**src/rtl/shared_pin_port.sv**
```systemverilog
module shared_pin_port #(
  parameter int W = 16,
  parameter logic [W-1:0] IMPL_MASK = '1,
  parameter logic [W-1:0] INONLY_MASK = '0
) (
  input  logic         clk,
  input  logic         rst_n,
  input  logic [1:0]   bus_sel,
  input  logic         bus_we,
  input  logic [W-1:0] bus_wdata,
  output logic [W-1:0] bus_rdata,
  input  logic [W-1:0] pin_in,
  output logic [W-1:0] pin_out,
  output logic [W-1:0] pin_oe,
  input  logic [W-1:0] per_en,
  input  logic [W-1:0] per_oe,
  input  logic [W-1:0] per_out,
  output logic [W-1:0] per_in
);
  localparam logic [W-1:0] CAN_DRIVE = IMPL_MASK & ~INONLY_MASK;

  logic [W-1:0] dir_q, latch_q, sync1_q, sync2_q;
  logic [W-1:0] own, port_drv;

  always_ff @(posedge clk) begin
    if (!rst_n) begin
      dir_q   <= IMPL_MASK;
      latch_q <= '0;
      sync1_q <= '0;
      sync2_q <= '0;
    end else begin
      sync1_q <= pin_in & IMPL_MASK;
      sync2_q <= sync1_q;
      if (bus_we) begin
        case (bus_sel)
          2'd0: dir_q <= (bus_wdata | INONLY_MASK) & IMPL_MASK;
          2'd1, 2'd2: latch_q <= bus_wdata & IMPL_MASK;
          default: ;
        endcase
      end
    end
  end

  assign own      = per_en & per_oe & CAN_DRIVE;
  assign port_drv = ~dir_q & ~own & CAN_DRIVE;
  assign pin_oe   = own | port_drv;
  assign pin_out  = ((own & per_out) | (~own & latch_q)) & IMPL_MASK;
  assign per_in   = sync2_q & ~port_drv;

  always_comb begin
    case (bus_sel)
      2'd0:    bus_rdata = dir_q;
      2'd1:    bus_rdata = sync2_q;
      2'd2:    bus_rdata = latch_q;
      default: bus_rdata = '0;
    endcase
  end
endmodule

```
**config.mk**
```make
export PLATFORM = sky130hd
export DESIGN_NAME = shared_pin_port
export DESIGN_NICKNAME = d
export VERILOG_FILES = /design/src/rtl/shared_pin_port.sv
export SDC_FILE = /design/constraint.sdc
export NUM_CORES = 1
export LEC_CHECK = 0
export BUFFER_PORTS_ARGS = -buffer_cell sky130_fd_sc_hd__buf_2
export CAP_MARGIN = 20
export CORE_AREA = 5 5 83 85
export CTS_BUF_LIST = sky130_fd_sc_hd__clkbuf_2 sky130_fd_sc_hd__clkbuf_4 sky130_fd_sc_hd__clkbuf_8
export CTS_CLUSTER_DIAMETER = 60
export DETAILED_ROUTE_END_ITERATION = 8
export DIE_AREA = 0 0 88 90
export PLACE_DENSITY = 0.91
export SYNTH_ARGS = -nofsm -noshare
export SYNTH_HDL_FRONTEND = slang
export SYNTH_SLANG_ARGS = --single-unit
```
**constraint.sdc**
```tcl
create_clock -name clk -period 3.01 [get_ports clk]
set_input_delay 0.602 -clock clk [delete_from_list [all_inputs] [get_ports clk]]
set_output_delay 0.602 -clock clk [all_outputs]
set_load 0.005 [all_outputs]
```
### Word-level counts from Yosys, hierarchy flattened

Cells that the tools add are included.

* eq/ne operators: 2
* muxes and demuxes: 1
* reductions and logical operators: 4
* bitwise logic cells: 10

Operators by type and width (count)
* 16-bit bitwise AND: 5
* 16-bit NOT: 3
* 16-bit case mux with 3 select lines: 1
* 16-bit bitwise OR: 2
* 2-bit AND reduction: 2
* 2-bit by 1-bit == test with 1-bit output, second input constant: 1
* 2-bit == test, second input constant: 1
* 2-bit zero test: 1
* 2-bit OR reduction: 1

* input bits: 85
* word-level logic and storage cells: 21
* bits in registers: 64

### Longest topological paths before layout

* word-level depth: 5
* depth in mapped cells: 6
* gate-level depth less buffers: 4

### Worst setup path before layout

Ideal clock, no wire load.

* path kind: input to output
* from: input port bus_sel[0]
* to: output port bus_rdata[0]
* data required time: 2408 ps
* stages on the path: 6
* buffers on the path: 2
* path slack: 912 ps
* arrival: 1496 ps
* cells stage by stage: inv_1 ha_1 buf_6 buf_6 a222oi_1 nor2_1

* cells in the longest elaborated chain, start to end: 2

Ends and longest elaborated chain
* start: declaration: RTL line 8 `input logic [1:0] bus_sel,`
* 2-bit == test (tied with other cells): RTL line 51 `case (bus_sel)`
* 16-bit case mux with 3 select lines (*): RTL line 51
* end: declaration: RTL line 11 `output logic [W-1:0] bus_rdata,`

Every way passes the cells marked *; elsewhere a longest branch is shown, timed or not.

### Worst setup path in the final report

* from: input port bus_sel[1]
* to: output port bus_rdata[8]

Same word-level chain as after synthesis.

==> results_dict.tcl <==
set metrics [dict create \
    outcome "completed" \
    synth_fa_ha_area_share_pct 1.680 \
    clock_sinks 64 \
    synth.mux.area_fraction_pct 6.048 \
    row_count 29 \
    area_delta_synth_final_pct 31.84 \
    max_freq_ghz 0.3908 \
    io_pins 149 \
    synth.area.top_cells "dfxtp_1, and2_1, mux2_2" \
    tns_ns 0 \
    p_total_uw 1960 \
    final_common_cell "buf_2" \
    cts-root-buf "clkbuf_8" \
    synthSimpleGateAreaFrac_pct 18.82 \
    final_antenna_net_count 0 \
    end_kind "output port" \
    slowest_delay_ns 0.68 \
    avgRoutedWirePerCell_um 15.53 \
    drv_slew 0 \
    p_clk_share_pct 36.2 \
    remaining_drc_errors 0 \
    grt_pass1_vias 2833 \
    crit_fanout 16 \
    cts_resized 0 \
    clkLatencyLatePin_ns 0.33 \
    drt_iter0_markers 144 \
    clock_skew_ns 0.006137 \
    min_path_type "reg2reg" \
    die_w_um 88 \
    drive_gt1_share_pct 43.41 \
    numCtsBuffers 9 \
    crit_path_start_kind "primary input" \
    cp_common_cell "buf_2" \
    rsz0062_at_grt "no" \
    ys_seq_elements 64 \
    num-nets-final 547 \
    post_cts_buffers 0 \
    synth_warnings 0 \
    syn_area_um2 2979 \
    powerDensity_nw_per_um2 499.1 \
    core_area_um2 6132 \
    worstMarginPinSlew_ns 0.8142 \
    internal-power_uw 1450 \
    cp.arrival_ns 1.96 \
    vias 2936 \
    final_cell_mix "buf_2, dfxtp_1, a21oi_1, nand2_1, and2_1" \
    viasPerCell 5.437 \
    grt_pass1_wl_um 13100 \
    place_congestion 0.8196 \
    postSynthAreaPerCell_um2 9.281 \
    overflow 0 \
    crit_chain "buf_2 > inv_1 > ha_1 > a222oi_1 > nor2_1 > buf_2" \
    timing.critical_path.slowest_stage_cell "ha_1" \
    io_buffer_count 148 \
    setup_viol 0 \
    hold_viol_final 0 \
    cts_tree "built" \
    vdd_drop_max_mv 0.2715 \
    synth-xor-area-share_pct 0 \
    final-seq-area_um2 1281 \
    seq_area_frac_synth_pct 43.01 \
    postSynthCellCount 321 \
    fin_crit_sh_pct 85.02 \
    drv_cap 0 \
    netlist.area_leader.share_pct 43.01 \
    die_area_um2 7920 \
    synth-compound-area-share_pct 25.54 \
    min_period_ns 2.559 \
    sw_frac_of_total_pct 26.04 \
    cts_buffer_depth 2 \
    first_pass_iters 6 \
    crit_type "in2out" \
    hold_buffers 0 \
    synth_top_family_by_area "compound AO/OA/AOI/OAI gates" \
    drt-total-wl_um 8386 \
    cp_top_family "adder cells" \
    track_usage_pct 20.49 \
    synth.lib_cells_used.distinct 22 \
    clk_transition_reported_paths_ns 0.07 \
    p_leak_uw 0.001961 \
    p_switching_uw 510.4 \
    power_frac_comb_pct 17.0 \
    relSlewSlack_pct 45.72 \
    grt_max_degree 49 \
    antenna_found_initial 0 \
    antenna_cells 0 \
    place_hpwl_um 6050 \
    nFillCells 524 \
    ff2ff_setup_slack_ns 2.11 \
    cts_max_level 3 \
    die_height_um 90 \
    start_util_pct 48.58 \
    synth_nets 410 \
    multi_input_area_um2 1551 \
    critPathBufInv 3 \
    seq_power_share_pct 46.8 \
    crit_required_ns 2.41 \
    synth_top_area_cell "dfxtp_1" \
]
-- per-stage QoR --
stage	worst slack (ns)	util (%)	area (µm²)	hold slack [ns]	instances
after floorplan	0.9121	-	2979	0.4118	321
after global placement	0.5497	60.93	3736	0.4145	524
after detailed placement	0.5004	60.93	3736	0.4177	524
after CTS	0.4955	64.05	3928	0.4341	540
after global routing	0.3668	64.05	3928	0.4496	540
final	0.4509	64.05	3928	0.4339	540
-- Yosys cell counts --
cell type	n
a21bo_2	16
a21boi_0	12
a21boi_1	4
a21oi_1	32
a222oi_1	16
a311o_1	16
and2_1	32
buf_1	1
buf_2	14
buf_4	1
buf_6	2
clkbuf_1	7
clkbuf_2	1
dfxtp_1	64
ha_1	4
inv_1	2
inv_2	1
mux2_2	16
nand2_1	32
nand3_1	16
nor2_1	16
nor2b_1	16
-- flip-flops by register name, indices dropped and copies added, names as in the netlist --
signal and cells:
dir_q 16, sync2_q 16, latch_q 16, sync1_q 16
-- worst paths after layout --
path | start | end | cells past startpoint
min | sync1_q[13] | sync2_q[13] | 1
max | bus_sel[1] | bus_rdata[8] | 6
max reg2reg | dir_q[3] | dir_q[3] | 2
min reg2reg | sync1_q[13] | sync2_q[13] | 1
-- cells by family after synthesis --
family | after synthesis
buffers and inverters | 29
AND/OR/NAND/NOR | 112
adder cells (fa/ha/maj) | 4
multiplexers | 16
AO/OA/AOI/OAI | 96
flip-flops | 64
-- layout make-up --
| type | count | area share (%) |
|---|---|---|
| Clock buffer | 10 | 3.345 |
| Clock inverter | 6 | 1.529 |
| Inverter | 3 | 0.2867 |
| Multi-Input combinational cell | 228 | 39.50 |
| Sequential cell | 64 | 32.62 |
| Tap cell | 77 | 2.453 |
| Timing Repair Buffer | 152 | 20.26 |
-- power groups by stage --
| stage | Sequential [µW] | Combinational (µW) | Clock (µW) |
|---|---|---|---|
| after detailed placement | 936 | 333 | 0 |
| after floorplan | 926 | 187 | 0 |
| after CTS | 917 | 335 | 719 |
| final | 918 | 333 | 710 |
| after global routing | 922 | 368 | 755 |
| after global placement | 934 | 323 | 0 |
-- metal layers --
layer / track usage, % / vias up / routed length, µm / share of wire, %
met1: 24.30 / 1369 / 3286 / 39
met2: 35.05 / 122 / 4328 / 52
li1: - / 1429 / - / -
met3: 3.839 / 16 / 621 / 7.4
met4: 9.335 / 0 / 149 / 1.8
met5: 0 / - / 0 / 0
(Power assumes the default switching activity.)
